**config.mk**
```make
export PLATFORM = sky130hd
export DESIGN_NAME = ohrns_oh_adder
export DESIGN_NICKNAME = d
export VERILOG_FILES = /design/src/rtl/ohrns_pkg.sv /design/src/rtl/ohrns_bin2oh.sv /design/src/rtl/ohrns_lane_add.sv /design/src/rtl/ohrns_oh_adder.sv
export SDC_FILE = /design/constraint.sdc
export NUM_CORES = 1
export LEC_CHECK = 0
export CORE_MARGIN = 5
export CORE_UTILIZATION = 25
export CTS_CLUSTER_DIAMETER = 50
export DETAILED_ROUTE_END_ITERATION = 8
export SLEW_MARGIN = 40
export SYNTH_ARGS = -nofsm -noshare
export SYNTH_HDL_FRONTEND = slang
export SYNTH_HIERARCHICAL = 1
export SYNTH_SLANG_ARGS = --single-unit
export TNS_END_PERCENT = 10
```
**constraint.sdc**
```tcl
create_clock -name clk -period 7.2 [get_ports clk]
set_input_delay 0.72 -clock clk [delete_from_list [all_inputs] [get_ports clk]]
set_output_delay 0.72 -clock clk [all_outputs]
set_load 0.03 [all_outputs]
```
**src/rtl/ohrns_pkg.sv**
```systemverilog
package ohrns_pkg;

   localparam int unsigned NMOD = 3;
   localparam int unsigned MODS [NMOD] = '{3, 4, 5};

   function automatic int unsigned mod_of(input int unsigned i);
      return MODS[i];
   endfunction

   // low bit of channel i in the flat one-hot vector
   function automatic int unsigned off_of(input int unsigned i);
      int unsigned acc;
      acc = 0;
      for (int unsigned k = 0; k < NMOD; k++)
         if (k < i) acc += MODS[k];
      return acc;
   endfunction

   function automatic int unsigned dyn_range();
      int unsigned p;
      p = 1;
      for (int unsigned k = 0; k < NMOD; k++) p *= MODS[k];
      return p;
   endfunction

   function automatic int unsigned gcd(input int unsigned x, input int unsigned y);
      int unsigned a, b, t;
      a = x;
      b = y;
      while (b != 0) begin
         t = a % b;
         a = b;
         b = t;
      end
      return a;
   endfunction

   function automatic bit moduli_coprime();
      bit ok;
      ok = 1'b1;
      for (int unsigned i = 0; i < NMOD; i++)
         for (int unsigned j = 0; j < NMOD; j++)
            if (i < j && gcd(MODS[i], MODS[j]) != 1) ok = 1'b0;
      return ok;
   endfunction

   localparam int unsigned LINES = off_of(NMOD);
   localparam int unsigned DYN   = dyn_range();
   localparam int unsigned IDX_W = $clog2(DYN);

   // residue zero in every channel
   function automatic logic [LINES-1:0] zero_code();
      logic [LINES-1:0] v;
      v = '0;
      for (int unsigned k = 0; k < NMOD; k++) v[off_of(k)] = 1'b1;
      return v;
   endfunction

   // position of the active line of one channel
   function automatic int unsigned oh_index(input logic [LINES-1:0] v,
                                            input int unsigned lo,
                                            input int unsigned m);
      int unsigned idx;
      idx = 0;
      for (int unsigned k = 0; k < LINES; k++)
         if (k < m && v[lo + k]) idx = k;
      return idx;
   endfunction

endpackage

```
**src/rtl/ohrns_bin2oh.sv**
```systemverilog
module ohrns_bin2oh
   import ohrns_pkg::*;
#(
   parameter int unsigned OP_W = 6
) (
   input  logic signed [OP_W-1:0] x,
   output logic [LINES-1:0]       oh
);

   logic [IDX_W-1:0] u;

   // offset value: x mod DYN in 0..DYN-1
   always_comb begin
      int xi;
      int r;
      xi = int'(x);
      r  = xi % int'(DYN);
      if (r < 0) r = r + int'(DYN);
      u = IDX_W'(r);
   end

   for (genvar c = 0; c < NMOD; c++) begin : g_chan
      localparam int unsigned LM = mod_of(c);
      localparam int unsigned LO = off_of(c);
      logic [LM-1:0] tab [DYN];
      for (genvar v = 0; v < DYN; v++) begin : g_ent
         assign tab[v] = LM'(1 << (v % LM));
      end
      assign oh[LO +: LM] = tab[u];
   end

endmodule

```
**src/rtl/ohrns_lane_add.sv**
```systemverilog
module ohrns_lane_add #(
   parameter int unsigned M        = 3,
   parameter int unsigned ROT_IMPL = 0
) (
   input  logic [M-1:0] a,
   input  logic [M-1:0] b,
   output logic [M-1:0] s,
   output logic         ok
);

   localparam int unsigned IW = (M > 1) ? $clog2(M) : 1;

   if (M < 2) begin : g_bad_mod
      $error("lane modulus must be at least 2");
   end

   assign ok = ($countones(a) == 1) && ($countones(b) == 1);

   if (ROT_IMPL == 0) begin : g_xbar
      // AND-OR crossbar: line k set when a[j] and b[(k-j) mod M]
      always_comb begin
         s = '0;
         for (int k = 0; k < int'(M); k++)
            for (int j = 0; j < int'(M); j++)
               s[k] = s[k] | (a[j] & b[(k + int'(M) - j) % int'(M)]);
      end
   end else begin : g_idx
      // encode b, then rotate a left by that amount
      logic [IW-1:0]  sh;
      logic [2*M-1:0] dbl;
      always_comb begin
         sh = '0;
         for (int j = 0; j < int'(M); j++)
            if (b[j]) sh = sh | IW'(j);
      end
      assign dbl = {a, a} << sh;
      assign s   = dbl[2*M-1:M];
   end

endmodule

```
**src/rtl/ohrns_oh_adder.sv**
```systemverilog
module ohrns_oh_adder
   import ohrns_pkg::*;
#(
   parameter int unsigned OP_W     = 6,
   parameter int unsigned ROT_IMPL = 0
) (
   input  logic                   clk,
   input  logic                   rst,
   input  logic                   valid_in,
   input  logic signed [OP_W-1:0] a_bin,
   input  logic signed [OP_W-1:0] b_bin,
   input  logic                   b_use_oh,
   input  logic [LINES-1:0]       b_oh,
   output logic                   valid_out,
   output logic [LINES-1:0]       sum_oh,
   output logic                   oh_err
);

   localparam logic [LINES-1:0] ZERO_OH = zero_code();

   if (!moduli_coprime()) begin : g_chk_cop
      $error("moduli are not pairwise coprime");
   end
   if (OP_W < 2 || OP_W > 30) begin : g_chk_w
      $error("OP_W out of supported range");
   end
   if ((64'd1 << (OP_W - 1)) < 64'(DYN / 2)) begin : g_chk_rng
      $error("OP_W too narrow for the signed dynamic range");
   end
   if (ROT_IMPL > 1) begin : g_chk_rot
      $error("ROT_IMPL must be 0 or 1");
   end

   logic [LINES-1:0] a_oh, b_cvt, b_sel, sum_nxt;
   logic [NMOD-1:0]  lane_ok;
   logic             in_bad, accept;

   ohrns_bin2oh #(.OP_W(OP_W)) u_cvt_a (.x(a_bin), .oh(a_oh));
   ohrns_bin2oh #(.OP_W(OP_W)) u_cvt_b (.x(b_bin), .oh(b_cvt));

   assign b_sel = b_use_oh ? b_oh : b_cvt;

   for (genvar i = 0; i < NMOD; i++) begin : g_lane
      localparam int unsigned LM = mod_of(i);
      localparam int unsigned LO = off_of(i);

      ohrns_lane_add #(.M(LM), .ROT_IMPL(ROT_IMPL)) u_lane (
         .a  (a_oh[LO +: LM]),
         .b  (b_sel[LO +: LM]),
         .s  (sum_nxt[LO +: LM]),
         .ok (lane_ok[i])
      );

      // channel sum equals the residue sum of the operands
      assert_lane_sum_R1: assert property (@(posedge clk) disable iff (rst)
         accept |=> oh_index(sum_oh, LO, LM) ==
            ($past(oh_index(a_oh, LO, LM)) + $past(oh_index(b_sel, LO, LM))) % LM);

      // every channel of the output stays one-hot
      assert_sum_onehot_R1: assert property (@(posedge clk) disable iff (rst)
         $onehot(sum_oh[LO +: LM]));
   end

   assign in_bad = ~&lane_ok;
   assign accept = valid_in & ~in_bad;

   always_ff @(posedge clk) begin
      if (rst) begin
         valid_out <= 1'b0;
         oh_err    <= 1'b0;
         sum_oh    <= ZERO_OH;
      end else begin
         valid_out <= accept;
         oh_err    <= valid_in & in_bad;
         if (accept) sum_oh <= sum_nxt;
      end
   end

   assert_latency_R4: assert property (@(posedge clk) disable iff (rst)
      accept |=> valid_out && !oh_err);

   assert_bad_flag_R6: assert property (@(posedge clk) disable iff (rst)
      (valid_in && in_bad) |=> oh_err && !valid_out && $stable(sum_oh));

   assert_cvt_clean_R7: assert property (@(posedge clk) disable iff (rst)
      (valid_in && !b_use_oh) |=> !oh_err);

   assert_idle_hold_R8: assert property (@(posedge clk) disable iff (rst)
      !valid_in |=> !valid_out && !oh_err && $stable(sum_oh));

endmodule

```
# Word level (Yosys, flattened, before mapping)
# Memory sizes are Yosys's and may differ from the RTL's.
# Cells that the tools add are included.
[classes] addsub=20 div=2 magnitude_cmp=4 n_eq_ne=6 muxes=15 bitwise_logic=92 n_reduce_logical=5
[ops] op="equality test 32 x 2 -> 1 bit (second input constant)" n=6
[ops] op="adder 32 x 1 -> 32 bit" n=4
[ops] op="adder 32 bit" n=4
[ops] op="less-than comparator 32 x 1 -> 1 bit (second input constant)" n=2
[ops] op="remainder unit 32 x 7 -> 32 bit (second input constant)" n=2
[ops] op="AND 1 bit" n=52
[ops] op="OR 1 bit" n=38
[ops] op="adder 1 x 1 -> 2 bit" n=10
[ops] op="2-to-1 mux 5 bit" n=4
[ops] op="2-to-1 mux 4 bit" n=4
[ops] op="greater-or-equal comparator 7 bit (second input constant)" n=2
[ops] op="NOT 6 -> 7 bit" n=2
[ops] op="adder 6 x 3 -> 6 bit (second input constant)" n=2
[ops] op="2-to-1 mux 12 bit" n=1
[ops] op="2-to-1 mux 3 bit" n=4
[ops] op="2-to-1 mux 6 bit" n=2
[ops] op="logical AND 1 bit" n=3
[ops] op="AND reduction 3 bit" n=1
[ops] op="zero test 1 bit" n=1
[totals] register_bits=14 mem_bits_ro=1536 output_inout_bits=14 elab_cells=153 memories=6
[memory_table] memory="(no name shown)" words=64 word_bits=5 rd=1 rd_clocked_by_memory_dff=0 wr=0 line_no="ohrns_bin2oh.sv:29" source="assign oh[LO +: LM] = tab[u];"
[memory_table] memory="(no name shown)" words=64 word_bits=5 rd=1 rd_clocked_by_memory_dff=0 wr=0 line_no="ohrns_bin2oh.sv:29"
[memory_table] memory="(no name shown)" words=64 word_bits=4 rd=1 rd_clocked_by_memory_dff=0 wr=0 line_no="ohrns_bin2oh.sv:29"
[memory_table] memory="(no name shown)" words=64 word_bits=4 rd=1 rd_clocked_by_memory_dff=0 wr=0 line_no="ohrns_bin2oh.sv:29"
[memory_table] memory="(no name shown)" words=64 word_bits=3 rd=1 rd_clocked_by_memory_dff=0 wr=0 line_no="ohrns_bin2oh.sv:29"
[memory_table] memory="(no name shown)" words=64 word_bits=3 rd=1 rd_clocked_by_memory_dff=0 wr=0 line_no="ohrns_bin2oh.sv:29"

# Longest topological paths before layout
[logic_depth] depth_word=16 depth_mapped=27

# Cells and area by module
# The synthesis kept the hierarchy.
[by_module_without_submodules] module="ohrns_bin2oh" instances=2 cells_per_inst=152 area_per_inst_um2=1159.9 seq_area_each_um2=0.0
[by_module_without_submodules] module="ohrns_oh_adder" instances=1 cells_per_inst=71 area_per_inst_um2=744.5 seq_area_each_um2=280.3
[by_module_without_submodules] module="ohrns_lane_add at g_lane[2].u_lane" instances=1 cells_per_inst=32 area_per_inst_um2=270.3 seq_area_each_um2=0.0
[by_module_without_submodules] module="ohrns_lane_add at g_lane[1].u_lane" instances=1 cells_per_inst=28 area_per_inst_um2=216.5 seq_area_each_um2=0.0
[by_module_without_submodules] module="ohrns_lane_add at g_lane[0].u_lane" instances=1 cells_per_inst=13 area_per_inst_um2=101.3 seq_area_each_um2=0.0

# Least setup slack after synthesis
# No wires, ideal clock.
[synth_path] path_type="input-to-reg" start="in a_bin[0]" end="reg sum_oh[0]" arrival_time_ps=6097 required_ps=7128 slack_ps=1031 stages=27 path_buffers=4 path_cell_list="inv_1 -> ha_1 -> a21oi_1 -> ha_1 -> xor2_1 -> nand2_1 -> xor2_1 -> ha_1 -> or4_1 -> o221a_2 -> and2_4 -> buf_6 -> buf_8 -> nor3_1 -> a211oi_1 -> mux2i_1 -> inv_1 -> fa_1 -> inv_1 -> fa_1 -> ha_1 -> nor4bb_1 -> and3_1 -> and4_4 -> buf_6 -> buf_12 -> mux2i_1"
[synth_between] elab_chain_cells=14
[synth_lines] item="start, declared" line_no="ohrns_oh_adder.sv:10" source="input logic signed [OP_W-1:0] a_bin,"
[synth_lines] item="remainder unit 32 x 7 -> 32 bit *" line_no="ohrns_bin2oh.sv:17" source="r = xi % int'(DYN);"
[synth_lines] item="less-than comparator 32 x 1 -> 1 bit or adder 6 x 3 -> 6 bit (tied branches)" line_no="ohrns_bin2oh.sv:18" source="if (r < 0) r = r + int'(DYN);"
[synth_lines] item="2-to-1 mux 6 bit *" line_no="ohrns_bin2oh.sv:18"
[synth_lines] item="NOT 6 -> 7 bit (not written as such) *" line_no="ohrns_bin2oh.sv:29"
[synth_lines] item="memory (64 x 5 bit) *"
[synth_lines] item="2-to-1 mux 5 bit (not written as such) * (2 in a row)" line_no="ohrns_bin2oh.sv:29"
[synth_lines] item="net a_oh[8]" line_no="ohrns_oh_adder.sv:34" source="logic [LINES-1:0] a_oh, b_cvt, b_sel, sum_nxt;"
[synth_lines] item="adder 1 x 1 -> 2 bit (not written as such) *" line_no="ohrns_lane_add.sv:17" source="assign ok = ($countones(a) == 1) && ($countones(b) == 1);"
[synth_lines] item="adder 32 bit (not written as such) *" line_no="ohrns_lane_add.sv:17"
[synth_lines] item="adder 32 x 1 -> 32 bit (not written as such) *" line_no="ohrns_lane_add.sv:17"
[synth_lines] item="equality test 32 x 2 -> 1 bit *" line_no="ohrns_lane_add.sv:17"
[synth_lines] item="logical AND 1 bit *" line_no="ohrns_lane_add.sv:17"
[synth_lines] item="net lane_ok[2]" line_no="ohrns_oh_adder.sv:35" source="logic [NMOD-1:0] lane_ok;"
[synth_lines] item="AND reduction 3 bit *" line_no="ohrns_oh_adder.sv:64" source="assign in_bad = ~&lane_ok;"
[synth_lines] item="AND 1 bit *" line_no="ohrns_oh_adder.sv:65" source="assign accept = valid_in & ~in_bad;"
[synth_lines] item="end signal, assigned" line_no="ohrns_oh_adder.sv:75" source="if (accept) sum_oh <= sum_nxt;"
[synth_lines] item="end, declared" line_no="ohrns_oh_adder.sv:15" source="output logic [LINES-1:0] sum_oh,"
# Mark *: on every way through the listed nets, which the timed path passes. The rest lies on a longest branch. The select of a mux whose other input is x is not followed.
# A chain may end at the register's enable or synchronous reset.

# Final worst setup path
[layout_path] start="in a_bin[1]" end="reg sum_oh[3]"
# Same word-level chain as after synthesis.

==> metrics.txt <==
clock tree root driver cell clkbuf_16; critical path peak fanout 13; area of the die 0.0171 mm²; Final Net Count 536; DP Wirelength 7.89 mm; largest cells by area after synthesis mux2i_1, dfxtp_1, ha_1; Avg WL per Cell around 15 µm; post-synthesis sequential area ratio 0.0767; layout cells sized above 1 0.138; Die X 131 µm; grt total ovfl 0; # hold bufs at CTS 0; most used cell along the critical path ha_1; Finish-stage setup viols 0; cts repair resizes 0; Top-Level Pins 42; Num CTS Buffers 3; HP Start sum_oh[2]; CP endpoint kind flip-flop; fraction of synthesized area in multiplexers 0.188; # diodes 0; commonest non-fill, non-tap cell in the layout mux2i_1; most frequent cells in the layout mux2i_1, clkdlybuf4s50_1, inv_1; first-pass GRT wire length 16.6 mm; crit start category input pin; Yosys top cell area share 0.126; largest family of logic cells by synthesized area compound AO/OA/AOI/OAI gates; r2r setup slk around 6600 ps; core area approximately 0.014 mm²; Max clock buf depth 2; synthesis warning total 6; Leakage 1.69 nW; MaxCap Viol Count 0; gpl congestion 0.894; PwrDens around 180 mW/mm²; Synth area leader mux2i_1; kind of critical path in2reg; First-pass DRT Iterations 5; CTS sink count 14; post-synthesis sequential element count 14; unique cell type count in the Yosys netlist around 70; final worst path period share 0.919; Critical Path AT 6780 ps; RSZ-0062 raised after global routing no; port buffer count 41; peak supply drop 140 µV; P&R area growth vs syn 16.0%; htree depth 1; status finished clean; headroom to the max-slew limit 0.485; R2R depth 2; syn avg cell area 8.15 µm²; Routed WL 9.98 mm; Post-synth ARST share 0; Hold Crit Class reg2reg; die height 131 µm; Tmin final 6620 ps; CTS tree yes; synthesized net count 505; DR vias about 3.5k; CP required 7370 ps; gr usage total 0.115; antenna violations before repair 0; FF-to-FF Start sum_oh[3]; DR vias/cell ~5.3; largest net degree at the start of global routing 27; Least-Margin Pin Slew 768 ps; Clock Skew 0 ps; CP top delay family adder cells; compound-cell area share of the yosys netlist 0.284; main flop type after synthesis dfxtp_1; clock latency on the worst-skew pair between 200 and 250 ps; setup bufs post-CTS 0; clock-pin slew on the worst setup and hold paths roughly 50 ps; WHS Path Cells 2; CP peak stage delay about 560 ps; max frequency ~0.15 GHz; hold endpoint sum_oh[2]; Iteration-0 DRC Markers 308; row count 44; simple-gate share of the synthesized area 0.198; post-route design area 0.00424 mm²; RR Endpoint sum_oh[3]; dpl cell area approximately 0.0041 mm²; Gate Count Post-Synth between 400 and 500; Initial Utilization 0.253; vias in the first global route 3401; DRT antenna net count 0; Hold Violations, Final 0; post-synthesis xor/xnor area fraction 0.0329; CP Cell Sequence clkdlybuf4s50_1 -> inv_1 -> ha_1 -> a21oi_1 -> ha_1 -> xor2_1 -> nand2_1 -> xor2_1 -> ha_1 -> or4_1 -> o221a_2 -> nand3_1 -> nand2_1 -> o22ai_1 -> o22a_1 -> inv_1 -> fa_1 -> inv_1 -> fa_1 -> ha_1 -> nor4bb_1 -> and3_1 -> and4_4 -> mux2i_1; Bufs and invs on worst path 4; EDFF count, synth 0; Slew Limit Fails 0; post-synthesis adder-cell area fraction 0.116; Synth Cell Area around 0.0037 mm²; DRC violations left 0; Final TNS setup 0 ps; Critical Path Slowest Stage Cell clkdlybuf4s50_1; Final Util 0.294
[how the worst max path moves through the flow]
stage                     slack (ps)  cells past startpoint        end  startpoint
final                            580                     24  sum_oh[3]    a_bin[1]
after global routing             170                     24  sum_oh[3]    a_bin[1]
after CTS                        570                     23  sum_oh[3]    a_bin[1]
after detailed placement         320                     23  sum_oh[3]    a_bin[1]
after global placement           250                     24  sum_oh[4]    a_bin[1]
after floorplan                 1030                     27  sum_oh[0]    a_bin[0]
[final cells by class]
cell class                      instances  area, µm²
Clock buffer                            4       88.8
Fill cell                            1542      10200
Inverter                               38        143
Multi-Input combinational cell        369       2990
Sequential cell                        14        280
Tap cell                              184        230
Timing Repair Buffer                   53        500
[metrics by stage]
| step | setup WS (ps) | power, mW | hold slack, ps | instances |
|---|---|---|---|---|
| 4_1_cts | 566 | 0.739 | 480 | 662 |
| 5_1_grt | 166 | 0.806 | 497 | 662 |
| 3_5_place_dp | 317 | 0.619 | 469 | 658 |
| 6_report | 582 | 0.743 | 474 | 662 |
| 2_1_floorplan | 1030 | 0.506 | 596 | 448 |
| 3_3_place_gp | 251 | 0.608 | 463 | 658 |
[layer usage]
metal	wire [µm]	GRT usage
met5	0	0
met4	85	0.0181
met3	404	0.0102
met2	4960	0.203
met1	4530	0.154
[Yosys cell counts, types with 3 or more instances]
cell / count
buf_6: 9
a21oi_1: 26
o221ai_1: 9
o21a_1: 4
a22oi_1: 12
mux2_2: 15
mux2_1: 5
o21ai_0: 12
nor2_1: 32
buf_2: 9
nor3_1: 15
a31oi_1: 4
a222oi_1: 8
nand3_1: 10
fa_1: 8
o32ai_2: 4
xor2_1: 8
o2bb2ai_1: 4
clkbuf_1: 4
ha_1: 21
o22ai_1: 4
dfxtp_1: 14
nor2b_1: 3
mux2i_1: 46
nand2_1: 29
nand2b_1: 20
inv_1: 38
[state kept, by name (all words and copies together), names as in the netlist]
register and count:
sum_oh 12, oh_err 1, valid_out 1
[kinds of logic (layout without fill, tap and decap cells)]
family / after synthesis / in the layout
simple gates: 134 / 134
flops: 14 / 14
mux: 66 / 66
buf+inv: 65 / 95
fa+ha+maj: 29 / 29
xor+xnor: 12 / 12
compound gates: 128 / 128
[power by group]
group	switching (mW)	leakage (nW)	internal [mW]	total (mW)
clock	0.0313	0.0442	0.0841	0.115
combinational	0.321	1.54	0.229	0.549
sequential	0.000187	0.113	0.0782	0.0784
total	0.352	1.69	0.391	0.743
[worst min-delay path, delay by kind of cell, from the launching register on]
| family | cells | cell delay, ps |
|---|---|---|
| AND/OR/NAND/NOR | 1 | 60 |
| multiplexers | 1 | 50 |
| flip-flops | 1 | 310 |
Power figures use the tool's default switching activity.
